## src/rtl/gpio_irq_pkg.sv

```systemverilog
package gpio_irq_pkg;
    localparam int          MAX_LINES   = 32;
    localparam logic [7:0]  ROUTE_NONE  = 8'hFF;
    localparam logic [2:0]  REGION_CTRL  = 3'b000;
    localparam logic [2:0]  REGION_ROUTE = 3'b001;
    localparam logic [2:0]  IDX_DATA = 3'd0;
    localparam logic [2:0]  IDX_DRV  = 3'd1;
    localparam logic [2:0]  IDX_OE   = 3'd2;
    localparam logic [2:0]  IDX_IEN  = 3'd3;
    localparam logic [2:0]  IDX_POL  = 3'd4;
    localparam logic [2:0]  IDX_EDG  = 3'd5;
    localparam logic [2:0]  IDX_BYP  = 3'd6;

    // {polarity, edge-select}
    typedef enum logic [1:0] {
        SENSE_LOW  = 2'b00,
        SENSE_FALL = 2'b01,
        SENSE_HIGH = 2'b10,
        SENSE_RISE = 2'b11
    } sense_e;

    function automatic int legal_lines(int n);
        return (n < 1 || n > MAX_LINES) ? MAX_LINES : n;
    endfunction

    function automatic logic line_active(sense_e s, logic cur, logic prev);
        case (s)
            SENSE_LOW:  return ~cur;
            SENSE_HIGH: return cur;
            SENSE_FALL: return prev & ~cur;
            default:    return cur & ~prev;
        endcase
    endfunction
endpackage

```

## src/rtl/gpio_sync.sv

```systemverilog
module gpio_sync #(
    parameter int NL = 8
) (
    input  logic          clk,
    input  logic          rst,
    input  logic [NL-1:0] pin_in,
    input  logic [NL-1:0] byp,
    output logic [NL-1:0] cur,
    output logic [NL-1:0] prev
);
    logic [NL-1:0] stage1, stage2;

    always_ff @(posedge clk) begin
        if (rst) begin
            stage1 <= '0;
            stage2 <= '0;
            prev   <= '0;
        end else begin
            stage1 <= pin_in;
            stage2 <= stage1;
            prev   <= cur;
        end
    end

    assign cur = (byp & stage1) | (~byp & stage2);
endmodule

```

## src/rtl/gpio_regs.sv

```systemverilog
module gpio_regs
    import gpio_irq_pkg::*;
#(
    parameter int NL = 8
) (
    input  logic            clk,
    input  logic            rst,
    input  logic            bus_en,
    input  logic            bus_we,
    input  logic [5:0]      bus_addr,
    input  logic [31:0]     bus_wdata,
    output logic [31:0]     bus_rdata,
    input  logic [NL-1:0]   din,
    output logic [NL-1:0]   drv_q,
    output logic [NL-1:0]   oe_q,
    output logic [NL-1:0]   ien_q,
    output logic [NL-1:0]   pol_q,
    output logic [NL-1:0]   edg_q,
    output logic [NL-1:0]   byp_q,
    output logic [NL*8-1:0] route_q
);
    logic [2:0] region, idx;
    logic       wr;
    assign region = bus_addr[5:3];
    assign idx    = bus_addr[2:0];
    assign wr     = bus_en && bus_we;

    always_ff @(posedge clk) begin
        if (rst) begin
            drv_q <= '0; oe_q <= '0; ien_q <= '0;
            pol_q <= '0; edg_q <= '0; byp_q <= '0;
            for (int i = 0; i < NL; i++) route_q[i*8 +: 8] <= ROUTE_NONE;
        end else if (wr && region == REGION_CTRL) begin
            case (idx)
                IDX_DRV: drv_q <= bus_wdata[NL-1:0];
                IDX_OE:  oe_q  <= bus_wdata[NL-1:0];
                IDX_IEN: ien_q <= bus_wdata[NL-1:0];
                IDX_POL: pol_q <= bus_wdata[NL-1:0];
                IDX_EDG: edg_q <= bus_wdata[NL-1:0];
                IDX_BYP: byp_q <= bus_wdata[NL-1:0];
                default: ;
            endcase
        end else if (wr && region == REGION_ROUTE) begin
            for (int i = 0; i < NL; i++)
                if (idx == 3'(i / 4))
                    route_q[i*8 +: 8] <= bus_wdata[31 - 8*(i % 4) -: 8];
        end
    end

    always_comb begin
        bus_rdata = '0;
        if (region == REGION_CTRL) begin
            case (idx)
                IDX_DATA: bus_rdata = 32'(din);
                IDX_DRV:  bus_rdata = 32'(drv_q);
                IDX_OE:   bus_rdata = 32'(oe_q);
                IDX_IEN:  bus_rdata = 32'(ien_q);
                IDX_POL:  bus_rdata = 32'(pol_q);
                IDX_EDG:  bus_rdata = 32'(edg_q);
                IDX_BYP:  bus_rdata = 32'(byp_q);
                default:  bus_rdata = '0;
            endcase
        end else if (region == REGION_ROUTE) begin
            for (int i = 0; i < NL; i++)
                if (idx == 3'(i / 4))
                    bus_rdata[31 - 8*(i % 4) -: 8] = route_q[i*8 +: 8];
        end
    end


    dir_write_chk: assert property (@(posedge clk) disable iff (rst)
        (wr && bus_addr == {REGION_CTRL, IDX_OE}) |=> (oe_q == $past(bus_wdata[NL-1:0])));
endmodule

```

## src/rtl/gpio_irq_route.sv

```systemverilog
module gpio_irq_route
    import gpio_irq_pkg::*;
#(
    parameter int NL   = 8,
    parameter int NOUT = 4
) (
    input  logic            clk,
    input  logic            rst,
    input  logic [NL-1:0]   cur,
    input  logic [NL-1:0]   prev,
    input  logic [NL-1:0]   ien,
    input  logic [NL-1:0]   pol,
    input  logic [NL-1:0]   edg,
    input  logic [NL*8-1:0] route,
    output logic [NOUT-1:0] irq_out
);
    logic [NL-1:0] act, routed, rise_v;

    always_comb begin
        for (int i = 0; i < NL; i++) begin
            act[i]    = ien[i] & line_active(sense_e'({pol[i], edg[i]}), cur[i], prev[i]);
            routed[i] = ({1'b0, route[i*8 +: 8]} < 9'(NOUT));
        end
    end

    for (genvar o = 0; o < NOUT; o++) begin : g_out
        logic hit;
        always_comb begin
            hit = 1'b0;
            for (int i = 0; i < NL; i++)
                if (act[i] && routed[i] && route[i*8 +: 8] == 8'(o)) hit = 1'b1;
        end
        assign irq_out[o] = hit;
    end

    assign rise_v = cur & ~prev;


    edge_single_chk: assert property (@(posedge clk) disable iff (rst)
        ((rise_v & $past(rise_v)) == '0));

    unrouted_quiet_chk: assert property (@(posedge clk) disable iff (rst)
        (routed == '0) |-> (irq_out == '0));
endmodule

```

## src/rtl/gpio_irq_ctrl.sv

```systemverilog
module gpio_irq_ctrl
    import gpio_irq_pkg::*;
#(
    parameter  int NLINES = 8,
    parameter  int NOUT   = 4,
    localparam int NL     = legal_lines(NLINES)
) (
    input  logic            clk,
    input  logic            rst,
    input  logic            bus_en,
    input  logic            bus_we,
    input  logic [5:0]      bus_addr,
    input  logic [31:0]     bus_wdata,
    output logic [31:0]     bus_rdata,
    input  logic [NL-1:0]   pin_in,
    output logic [NL-1:0]   pin_out,
    output logic [NL-1:0]   pin_oe,
    output logic [NOUT-1:0] irq_out
);
    logic [NL-1:0]   cur, prev, ien, pol, edg, byp;
    logic [NL*8-1:0] route;

    gpio_sync #(.NL(NL)) u_sync (
        .clk(clk), .rst(rst), .pin_in(pin_in), .byp(byp), .cur(cur), .prev(prev)
    );

    gpio_regs #(.NL(NL)) u_regs (
        .clk(clk), .rst(rst), .bus_en(bus_en), .bus_we(bus_we),
        .bus_addr(bus_addr), .bus_wdata(bus_wdata), .bus_rdata(bus_rdata),
        .din(cur), .drv_q(pin_out), .oe_q(pin_oe), .ien_q(ien),
        .pol_q(pol), .edg_q(edg), .byp_q(byp), .route_q(route)
    );

    gpio_irq_route #(.NL(NL), .NOUT(NOUT)) u_route (
        .clk(clk), .rst(rst), .cur(cur), .prev(prev), .ien(ien),
        .pol(pol), .edg(edg), .route(route), .irq_out(irq_out)
    );


    reset_quiet_chk: assert property (@(posedge clk) disable iff (rst)
        $past(rst) |-> (irq_out == '0 && pin_oe == '0));

    masked_quiet_chk: assert property (@(posedge clk) disable iff (rst)
        (ien == '0) |-> (irq_out == '0));
endmodule

```

## config.mk

```make
export PLATFORM = sky130hd
export DESIGN_NAME = gpio_irq_ctrl
export DESIGN_NICKNAME = d
export VERILOG_FILES = /design/src/rtl/gpio_irq_pkg.sv /design/src/rtl/gpio_sync.sv /design/src/rtl/gpio_regs.sv /design/src/rtl/gpio_irq_route.sv /design/src/rtl/gpio_irq_ctrl.sv
export SDC_FILE = /design/constraint.sdc
export NUM_CORES = 1
export LEC_CHECK = 0
export BUFFER_PORTS_ARGS = -buffer_cell sky130_fd_sc_hd__buf_2
export CAP_MARGIN = 20
export CORE_MARGIN = 2
export CORE_UTILIZATION = 45
export DETAILED_ROUTE_END_ITERATION = 10
export GPL_ROUTABILITY_DRIVEN = 0
export GPL_TIMING_DRIVEN = 0
export PLACE_DENSITY = 0.71
export SETUP_SLACK_MARGIN = 0.5
export SYNTH_ARGS = -nofsm -noshare
export SYNTH_HDL_FRONTEND = slang
export SYNTH_HIERARCHICAL = 1
export SYNTH_SLANG_ARGS = --single-unit
```

## constraint.sdc

```tcl
create_clock -name clk -period 3.4 [get_ports clk]
set_clock_uncertainty 0.2 [all_clocks]
set_input_delay 0.17 -clock clk [delete_from_list [all_inputs] [get_ports clk]]
set_output_delay 0.17 -clock clk [all_outputs]
set_load 0.03 [all_outputs]
```

==> metrics.csv <==
metric;value;unit
largest_register_ffs;64;
rsz0062_at_grt;yes;
p_per_area;455;nW/µm²
netlist_area;6640;µm²
path_cells;or4b_4, or4_4, nor4b_4, a31oi_1, nand4_1, buf_4, clkbuf_4;
viasPerCell;5.65;
critPathBufInv;2;
drcViolationCount;0;
fp-row-count;44;
final_nets;949;
finalHoldViolCount;0;
max_freq;0.347;GHz
clock-sinks;136;
synth-edff-count;0;
seq_area;2720;µm²
antenna_cells;0;
fin_setup_tns;0;ns
crit_required;3.03;ns
clockBufferDepth;2;
wl;20500;µm
status;completed;
post-route-min-period;2.88;ns
ios;102;
grt_max_degree;17;
core;14500;µm²
pwr-share-clk;0.499;
end_kind;output port;
antenna_found_initial;0;
yosys.cell_count.top_type;dfxtp_1;
critPathMaxStageDelay;0.56;ns
holdWs;0.0191;ns
period_share;0.847;
cts_setup_buffers;0;
cts_buffers;17;
wl_per_cell;18.7;µm
synth_cells;752;
seqPwrFrac;0.428;
finalSetupViolCount;0;
ys_top_cells_by_count;dfxtp_1, nor2_1, nand2_1;
track_usage;0.260;
cts_tree;yes;
syn_area_per_cell;8.82;µm²
clk_pin_slew;0.06;ns
top_register;u_regs/route_q;
ir_worst_vdd;0.359;mV
synthArstFlopShare;0;
cp_max_fo;3;
yosysWarnings;6;
relSlewSlack;0.428;
p_int;0.00293;W
yosysTopAreaCellShare;0.410;
chipHeight;125;µm
switching_share;0.227;
ys_seq_area_frac;0.410;
grt_pass1_vias;5909;
cpMaxStageDelayCell;or4b_4;
combPwrFrac;0.074;
cts_max_level;4;
ys.flop_type;dfxtp_1;
vias;6192;
final_util;0.574;
clock_latency;0.42;ns
startpoint_type;register;
yosys.cell_types.count;51;
initial_core_util;0.458;
dp_hpwl;14400;µm
hold_path.class;in -> reg;
crit_family;simple AND/OR/NAND/NOR gates;
die_w;125;µm
drtIter0Drc;676;
dieArea;15700;µm²
grt_pass1_wl;31900;µm
ant_nets;0;
cts.root.buffer_cell;clkbuf_16;
yosys.area.top_type;dfxtp_1;
tightest_slew;0.852;ns
synth_nets;802;
drive_gt1_frac;0.183;
crit_arrival;2.51;ns
multi_input_area;3590;µm²
fill_cells;1325;
drv_cap;0;
numPortBuffers;91;
critical_path_class;reg -> out;
slew_violations;0;
ys_ff_latch;136;
p_leak;3.51;nW
ys_top_cells_by_area;dfxtp_1, mux2i_1, nor2_1;
grt-ovfl-total;0;
switching_power;0.000858;W
drtPass1Iterations;6;
syn_to_final_growth;25.3;%
## final cells by class
class	count	area share
Buffer	61	0.0352
Inverter	14	0.00632
Tap cell	184	0.0277
Clock buffer	23	0.0575
Multi-Input combinational cell	541	0.432
Timing Repair Buffer	128	0.0996
Clock inverter	8	0.0144
Sequential cell	136	0.327
## what timing repair did
action | CTS | global route
endpoints found under the setup margin | 1 | 3
hold endpoints to repair | 70 | 0
gates resized for setup | 0 | 5
hold buffers | 37 | 0
## worst paths after layout
path | endpoint | depth (start not counted) | slack [ns] | from
worst max-delay path | irq_out[2] | 7 | 0.52 | u_regs/route_q[28]$_SDFFE_PP1P_
worst min-delay path | u_regs/drv_q[2]$_SDFFE_PP0P_ | 3 | 0.02 | bus_wdata[2]
worst max register to register | u_sync/prev[0]$_SDFF_PP0_ | 2 | 2.19 | u_regs/byp_q[0]$_SDFFE_PP0P_
worst min register to register | u_sync/stage2[5]$_SDFF_PP0_ | 1 | 0.26 | u_sync/stage1[5]$_SDFF_PP0_
## kinds of logic after synthesis
logic type,Yosys count,share of synthesized area
AOI/OAI and AO/OA,121,0.137
buffers and inverters,75,0.0520
DFF,136,0.410
muxes,71,0.119
and+or+nand+nor,349,0.281
## metal layers
metal	global-route usage	vias up	part of all wire
met3	0.0736	45	0.079
li1	-	2936	-
met2	0.408	281	0.46
met1	0.341	2930	0.44
met4	0.0948	0	0.024
met5	0	-	0
## cells in the final DEF, fill, tap and decap left out, types with 12 or more instances in the layout
| cell | instances |
|---|---|
| mux2i_1 | 58 |
| dlygate4sd3_1 | 37 |
| nand3b_1 | 34 |
| a21oi_1 | 17 |
| nor2b_1 | 53 |
| nand2_1 | 93 |
| buf_2 | 99 |
| nor3_1 | 12 |
| clkbuf_1 | 42 |
| clkbuf_16 | 17 |
| dfxtp_1 | 136 |
| nor2_1 | 96 |
| a22oi_1 | 28 |
| a211o_1 | 32 |
| inv_1 | 14 |
## power groups by stage
| stage | registers, W | logic, W | clock network, W |
|---|---|---|---|
| 2_1_floorplan | 0.00165 | 0.000148 | 0 |
| 3_3_place_gp | 0.00165 | 0.000239 | 0 |
| 3_5_place_dp | 0.00165 | 0.000239 | 0 |
| 4_1_cts | 0.00162 | 0.000272 | 0.00191 |
| 5_1_grt | 0.00162 | 0.000295 | 0.00199 |
| 6_report | 0.00162 | 0.000279 | 0.00189 |
## through the flow
| step | std cells | total power, W | cell area [µm²] | setup slack, ns |
|---|---|---|---|---|
| floorplan | 752 | 0.00180 | 6640 | 1.27 |
| global placement | 1027 | 0.00189 | 7320 | 0.890 |
| detailed placement | 1027 | 0.00189 | 7320 | 0.897 |
| CTS | 1095 | 0.00380 | 8290 | 0.500 |
| global route | 1095 | 0.00390 | 8310 | 0.451 |
| finish | 1095 | 0.00378 | 8310 | 0.519 |
## worst min-delay path: stages
cell      delay (ns)
clkbuf_1        0.23
nand2_1         0.12
a21oi_1         0.06
Note: power is estimated with default switching activity, not from simulation.
